`config.mk`:
```
export PLATFORM = sky130hd
export DESIGN_NAME = task_window_remap
export DESIGN_NICKNAME = d
export VERILOG_FILES = /design/src/rtl/tmw_pkg.sv /design/src/rtl/tmw_cfg_regs.sv /design/src/rtl/tmw_bit_select.sv /design/src/rtl/tmw_window_mux.sv /design/src/rtl/task_window_remap.sv
export SDC_FILE = /design/constraint.sdc
export NUM_CORES = 1
export LEC_CHECK = 0
export CAP_MARGIN = 15
export CORE_ASPECT_RATIO = 1.25
export CORE_MARGIN = 4
export CORE_UTILIZATION = 30
export DETAILED_ROUTE_END_ITERATION = 10
export PLACE_DENSITY = 0.69
export SYNTH_ARGS = -nofsm -noshare
export SYNTH_HDL_FRONTEND = slang
export SYNTH_SLANG_ARGS = --single-unit
```
`constraint.sdc`:
```
create_clock -name clk -period 2 [get_ports clk]
set_input_delay 0.4 -clock clk [delete_from_list [all_inputs] [get_ports clk]]
set_output_delay 0.4 -clock clk [all_outputs]
set_load 0.01 [all_outputs]
```
`src/rtl/tmw_pkg.sv`:
```
// Package: shared types of the task memory window remapper.
// Assumes: a single-bit write selector picks one of two config registers.
package tmw_pkg;
    typedef enum logic {
        CFG_MASK  = 1'b0,
        CFG_FIXED = 1'b1
    } cfg_sel_e;
endpackage

```
`src/rtl/tmw_cfg_regs.sv`:
```
// Module: tmw_cfg_regs
// Holds the upper-bit mask and the fixed-value register of the window.
// Assumes: writes are qualified by hypervisor mode; reset is synchronous
// and active low; outputs change only on the rising clock edge.
module tmw_cfg_regs
    import tmw_pkg::*;
#(
    parameter int UPPER_W = 8
) (
    input  logic               clk,
    input  logic               rst_n,
    input  logic               hyp_mode,
    input  logic               wr_en,
    input  cfg_sel_e           wr_sel,
    input  logic [UPPER_W-1:0] wr_data,
    output logic [UPPER_W-1:0] mask_q,
    output logic [UPPER_W-1:0] fixed_q
);
    logic wr_ok;

    // Purpose: accept a write only when the hypervisor issues it.
    always_comb wr_ok = wr_en && hyp_mode;

    // Purpose: reset to identity mapping, then load the selected register.
    always_ff @(posedge clk) begin
        if (!rst_n) begin
            mask_q  <= '1;
            fixed_q <= '0;
        end else if (wr_ok) begin
            if (wr_sel == CFG_MASK) mask_q  <= wr_data;
            else                    fixed_q <= wr_data;
        end
    end

    assert_reset_identity_R4: assert property (@(posedge clk) disable iff (!rst_n)
        $past(!rst_n) |-> (mask_q == '1 && fixed_q == '0));

    assert_guest_write_ignored_R6: assert property (@(posedge clk) disable iff (!rst_n)
        (wr_en && !hyp_mode) |=> ($stable(mask_q) && $stable(fixed_q)));

    assert_mask_load_R5: assert property (@(posedge clk) disable iff (!rst_n)
        (wr_en && hyp_mode && wr_sel == CFG_MASK) |=> (mask_q == $past(wr_data)));

    assert_fixed_load_R5: assert property (@(posedge clk) disable iff (!rst_n)
        (wr_en && hyp_mode && wr_sel == CFG_FIXED) |=> (fixed_q == $past(wr_data)));
endmodule

```
`src/rtl/tmw_bit_select.sv`:
```
// Module: tmw_bit_select
// One upper address line: passes the guest bit, or substitutes the fixed bit.
// Assumes: bypass has priority over the mask (hypervisor sees all RAM).
module tmw_bit_select (
    input  logic guest_bit,
    input  logic mask_bit,
    input  logic fixed_bit,
    input  logic bypass,
    output logic out_bit
);
    // Purpose: choose the source of this address line.
    always_comb begin
        if (bypass || mask_bit) out_bit = guest_bit;
        else                    out_bit = fixed_bit;
    end
endmodule

```
`src/rtl/tmw_window_mux.sv`:
```
// Module: tmw_window_mux
// Builds the RAM address: block offset passes through, upper lines go
// through one tmw_bit_select cell each.
// Assumes: ADDR_W > BLK_W; purely combinational.
module tmw_window_mux #(
    parameter int ADDR_W = 24,
    parameter int BLK_W  = 16
) (
    input  logic [ADDR_W-1:0]       guest_addr,
    input  logic [ADDR_W-BLK_W-1:0] mask,
    input  logic [ADDR_W-BLK_W-1:0] fixed_val,
    input  logic                    bypass,
    output logic [ADDR_W-1:0]       ram_addr
);
    localparam int UPPER_W = ADDR_W - BLK_W;

    logic [UPPER_W-1:0] upper;

    // Purpose: the in-block offset is never remapped.
    assign ram_addr[BLK_W-1:0] = guest_addr[BLK_W-1:0];

    for (genvar i = 0; i < UPPER_W; i++) begin : g_line
        tmw_bit_select u_sel (
            .guest_bit (guest_addr[BLK_W+i]),
            .mask_bit  (mask[i]),
            .fixed_bit (fixed_val[i]),
            .bypass    (bypass),
            .out_bit   (upper[i])
        );
    end

    // Purpose: join the remapped block number onto the offset.
    assign ram_addr[ADDR_W-1:BLK_W] = upper;
endmodule

```
`src/rtl/task_window_remap.sv`:
```
// Module: task_window_remap (top)
// Confines a guest task to a power-of-two set of 64KB blocks of RAM.
// Assumes: hyp_mode high means the hypervisor owns the bus; config
// writes are single-cycle strobes sampled on the rising edge.
module task_window_remap
    import tmw_pkg::*;
#(
    parameter int ADDR_W = 24,
    parameter int BLK_W  = 16
) (
    input  logic                    clk,
    input  logic                    rst_n,
    input  logic                    hyp_mode,
    input  logic                    cfg_wr,
    input  logic                    cfg_sel,
    input  logic [ADDR_W-BLK_W-1:0] cfg_wdata,
    input  logic [ADDR_W-1:0]       guest_addr,
    output logic [ADDR_W-1:0]       ram_addr
);
    localparam int UPPER_W = ADDR_W - BLK_W;

    logic [UPPER_W-1:0] mask_q;
    logic [UPPER_W-1:0] fixed_q;
    cfg_sel_e           sel_e;

    // Purpose: give the raw select pin its typed meaning.
    always_comb sel_e = cfg_sel_e'(cfg_sel);

    tmw_cfg_regs #(.UPPER_W(UPPER_W)) u_regs (
        .clk      (clk),
        .rst_n    (rst_n),
        .hyp_mode (hyp_mode),
        .wr_en    (cfg_wr),
        .wr_sel   (sel_e),
        .wr_data  (cfg_wdata),
        .mask_q   (mask_q),
        .fixed_q  (fixed_q)
    );

    tmw_window_mux #(.ADDR_W(ADDR_W), .BLK_W(BLK_W)) u_mux (
        .guest_addr (guest_addr),
        .mask       (mask_q),
        .fixed_val  (fixed_q),
        .bypass     (hyp_mode),
        .ram_addr   (ram_addr)
    );

    assert_offset_passthru_R1: assert property (@(posedge clk) disable iff (!rst_n)
        ram_addr[BLK_W-1:0] == guest_addr[BLK_W-1:0]);

    assert_hyp_bypass_R3: assert property (@(posedge clk) disable iff (!rst_n)
        hyp_mode |-> (ram_addr == guest_addr));

    assert_confined_R7: assert property (@(posedge clk) disable iff (!rst_n)
        !hyp_mode |-> (((ram_addr[ADDR_W-1:BLK_W] ^ fixed_q) & ~mask_q) == '0));
endmodule

```
---- After elaboration in Yosys (flattened, before gate mapping) ----
Cells that the tools add are included.
word-level totals
  flip-flop bits (word level) ............. 16
  bits in latches ......................... 0
  RAM bits ................................ 0
  ROM bits ................................ 0
  bits of input ports ..................... 37
  output and inout bits ................... 24
  word-level logic and storage cells ...... 22
  memories kept ........................... 0
cells by class
  $add $sub $neg .......................... 0
  $mul .................................... 0
  divide/modulo/power cells ............... 0
  order comparisons ....................... 0
  equal/unequal tests ..................... 0
  shift operators ......................... 0
  multiplexer cells ....................... 8
  bitwise logic cells ..................... 1
  reductions and logical operators ........ 11
operator list
  kind               count
  $logic_or 1x1->1   8
  $mux 1             8
  $reduce_and 2->1   2
  $logic_and 1x1->1  1
  $not 1->1          1

---- Longest topological paths before layout ----
Gate-level depths: netlist (run 1).
  word-level depth ........................ 2
  mapped depth ............................ 5
  mapped depth without buffers ............ 2

---- Modules after synthesis ----
A second synthesis (run 1) with hierarchy kept.
unflattened totals
  cells, all modules ...................... 104
  area total of the unflattened synthesis .. 972.2 µm²
modules (own cells, without submodules)
  module          times used  cells an instance  area an instance (µm²)
  tmw_cfg_regs    1           72                 732.0
  tmw_bit_select  8           2                  15.0
  tmw_window_mux  1           16                 120.1

---- Worst setup path after synthesis (run 1) ----
Ideal clock, no wire load.
  path type ............................... input to output
  from .................................... input hyp_mode
  to ...................................... output ram_addr[20]
  arrival time ............................ 1183 ps
  setup slack ............................. 417 ps
  stages on the path ...................... 5
  path buffers ............................ 3
  path through ............................ buf_6 buf_8 nor2_1 mux2_2 buf_4
between the ends
  word-level cells in the longest chain between the ends .. 2
ends and longest elaborated chain
  item                line                     source
  start: declaration  task_window_remap.sv:13  input logic hyp_mode,
  $logic_or 1x1->1    tmw_bit_select.sv:13     if (bypass || mask_bit) out_bit = guest_bit;
  $mux 1              tmw_bit_select.sv:13
  end: declaration    task_window_remap.sv:18  output logic [ADDR_W-1:0] ram_addr
Every way passes these cells.

---- Worst setup path after layout (run 1) ----
  from .................................... input hyp_mode
  to ...................................... output ram_addr[19]
The elaborated chain is that of the path after synthesis.

==> results of run 1 <==
==> power by group <==
part	total (µW)	switching (µW)	internal (µW)
clock network	289	114	175
registers	340	7.01	333
logic	131	52.4	78.8
total	760	174	586
==> kinds of logic after synthesis <==
kind of cell | synth area share [%]
AOI/OAI and AO/OA | 5.94
and+or+nand+nor | 17.8
DFF | 31.7
buffers and inverters | 27.7
muxes | 16.8
==> final timing paths <==
check	endpoint	slack, ps	cells past startpoint
setup / recovery	ram_addr[19]	90	5
hold / removal	u_regs.fixed_q[2]	460	2
setup reg to reg	u_regs.mask_q[4]	1380	2
hold reg to reg	u_regs.fixed_q[2]	460	2
==> flip-flops by register name (all words and copies together) (netlist names) <==
signal / flops
u_regs.mask_q: 8
u_regs.fixed_q: 8
==> routing by layer <==
metal  routed length, µm  share of wire, %  vias up  global-route usage (%)
met5                   0                 0        -                       0
met3                 179               9.4        7                    3.72
met2                 787                41       24                    14.5
met1                 892                47      327                    11.3
li1                    -                 -      366                       -
met4                  44               2.3        0                    5.67
==> stage by stage <==
| step | instance area (µm²) | utilization (%) |
|---|---|---|
| after floorplan | 1010 | - |
| after global placement | 1130 | 35.1 |
| after detailed placement | 1130 | 35.1 |
| after CTS | 1190 | 37.0 |
| after global routing | 1190 | 37.0 |
| final | 1190 | 37.0 |
==> layout make-up <==
cell class | instances | area (µm²)
tap | 37 | 46.3
inverter | 8 | 30.0
sequential | 16 | 320
clock buffer | 4 | 55.1
multi-input combinational | 58 | 418
fill | 341 | 2030
timing repair buffer | 34 | 322
==> worst min-delay path, cell delays in order (launching register included) <==
cell and delay, ps:
dfxtp_1 310, nand2_1 50, mux2i_1 50
==> what timing repair did <==
item                                   CTS  global route
resized for setup                       14             0
endpoints found under the hold margin    0             0
setup endpoints to repair                8             0
hold buffers                             0             0
==> cells in the final DEF, fill, tap and decap left out, drive strengths merged <==
| cell | n |
|---|---|
| clkbuf | 4 |
| and3b | 1 |
| inv | 8 |
| mux2 | 8 |
| buf | 6 |
| dlygate4sd2 | 9 |
| o211ai | 8 |
| nor2 | 8 |
| and3 | 1 |
| dfxtp | 16 |
| nand4b | 8 |
| clkdlybuf4s50 | 19 |
| nand2 | 16 |
| mux2i | 8 |
==> impl_metrics.env, run 1 <==
export IMPL_whs_ps=458
export IMPL_status="completed"
export IMPL_yosysMostFrequentCell="buf_4"
export IMPL_num_rows=23
export IMPL_wirelength_um=1900
export IMPL_drive_above_1_share_pct=17.5
export IMPL_die_h_um=72.9
export IMPL_coreArea_um2=3220
export IMPL_critPathCaptureType="output port"
export IMPL_max_freq_ghz=0.523
export IMPL_syn_to_final_growth_pct=17.8
export IMPL_clock_skew_ps=0
export IMPL_p_per_area_nw_per_um2=638
export IMPL_htree_levels=1
export IMPL_synth_top_area_share_pct=31.7
export IMPL_synth_area_leader_cell="dfxtp_1"
export IMPL_port_buffers=28
export IMPL_synth_seq_cells=16
export IMPL_diodes=0
export IMPL_grt_pass1_vias=726
export IMPL_fin_tns_setup_ps=0
export IMPL_drt_iter0_drc=22
export IMPL_synth_main_ff_cell="dfxtp_1"
export IMPL_synth_edf_count=0
export IMPL_r2r_start="u_regs.mask_q[4]"
export IMPL_fin_crit_ps=1910
export IMPL_clk_path_buf_depth=2
export IMPL_syn_nets=150
export IMPL_cts_num_sinks=16
export IMPL_crit_family="buffers and inverters"
export IMPL_vias=724
export IMPL_die_w_um=59.9
export IMPL_avgViaCountPerCell=4.61
export IMPL_crit_path_start_kind="input pin"
export IMPL_ir_worst_vdd_uv=317
export IMPL_rsz0062_at_grt="false"
export IMPL_place_congestion=0.698
export IMPL_wl_per_cell_um=12.1
export IMPL_hold_viol_final=0
export IMPL_clk_pin_slew_worst_paths_ps=60
export IMPL_place_ws_ps=-320
export IMPL_crit_buf_inv=3
export IMPL_setup_viol=0
export IMPL_synth_area_um2=1010
export IMPL_overflow=0
export IMPL_p_leak_uw=0.000502
export IMPL_post_cts_setup_buffers=0
export IMPL_power_uw=760
export IMPL_firstDrtPassIters=4
export IMPL_ant_nets=0
export IMPL_max_stage_delay_ps=330
export IMPL_final_nets=158
export IMPL_hp_class="register to register"
export IMPL_cp_cell_sequence="dlygate4sd2_1, buf_6, nor2_2, mux2_2, dlygate4sd2_1"
export IMPL_synth_area_leaders="dfxtp_1 (32%), buf_4 (18%), mux2i_1 (7.9%), mux2_2 (7.8%), nand4b_1 (6.9%)"
export IMPL_synth_seq_area_share_pct=31.7
export IMPL_yosys_warnings=0
export IMPL_tightestPinTransition_ps=295
export IMPL_grt_max_degree=25
export IMPL_path_common_cell="dlygate4sd2_1"
export IMPL_worstHoldStart="u_regs.fixed_q[2]"
export IMPL_hpwlAfterDp_um=1400
export IMPL_postSynthAreaPerCell_um2=8.95
export IMPL_cap_viol_max_count=0
export IMPL_finalCritPeriodShare_pct=95.6
export IMPL_ios=61
export IMPL_cp_required_ps=1600
export IMPL_fin_cells=157
export IMPL_cp_arrival_ps=1510
export IMPL_maxSlewViolCount=0
export IMPL_start_util_pct=31.4
export IMPL_path_max_fanout=8
export IMPL_dp_cells=153
export IMPL_critPathSlowestCell="mux2_2"
export IMPL_track_usage_pct=9.62
export IMPL_synthArstFlopShare_pct=0
export IMPL_antenna_found_initial=0
export IMPL_netlist_top_cells_count="buf_4 (24), dfxtp_1 (16), nand2_1 (16)"
export IMPL_synth_cell_types=15
export IMPL_grt_pass1_wl_um=3150
export IMPL_die_area_um2=4370
export IMPL_cts_buffers=3
export IMPL_drc=0
export IMPL_slew_headroom_pct=80.3
export IMPL_syn_inst=113
export IMPL_crit_path_start="hyp_mode"
export IMPL_setup_slack_ps=88.9
export IMPL_clock_root_buffer="clkbuf_8"
export IMPL_crit_type="input pin to output port"
export IMPL_cts_tree="built"
export IMPL_worstSkewPairLatency_ps=250
Power figures use the tool's default switching activity.
==> run 2: changes to the inputs <==
--- a/config.mk
+++ b/config.mk
@@ -9,6 +9,7 @@
 export CORE_ASPECT_RATIO = 1.25
 export CORE_MARGIN = 4
 export CORE_UTILIZATION = 30
+export CTS_CLUSTER_SIZE = 8
 export DETAILED_ROUTE_END_ITERATION = 10
 export PLACE_DENSITY = 0.69
 export SYNTH_ARGS = -nofsm -noshare
==> results of run 2 <==
Same layout as run 1: the final DEF is identical, and so are final timing and power.
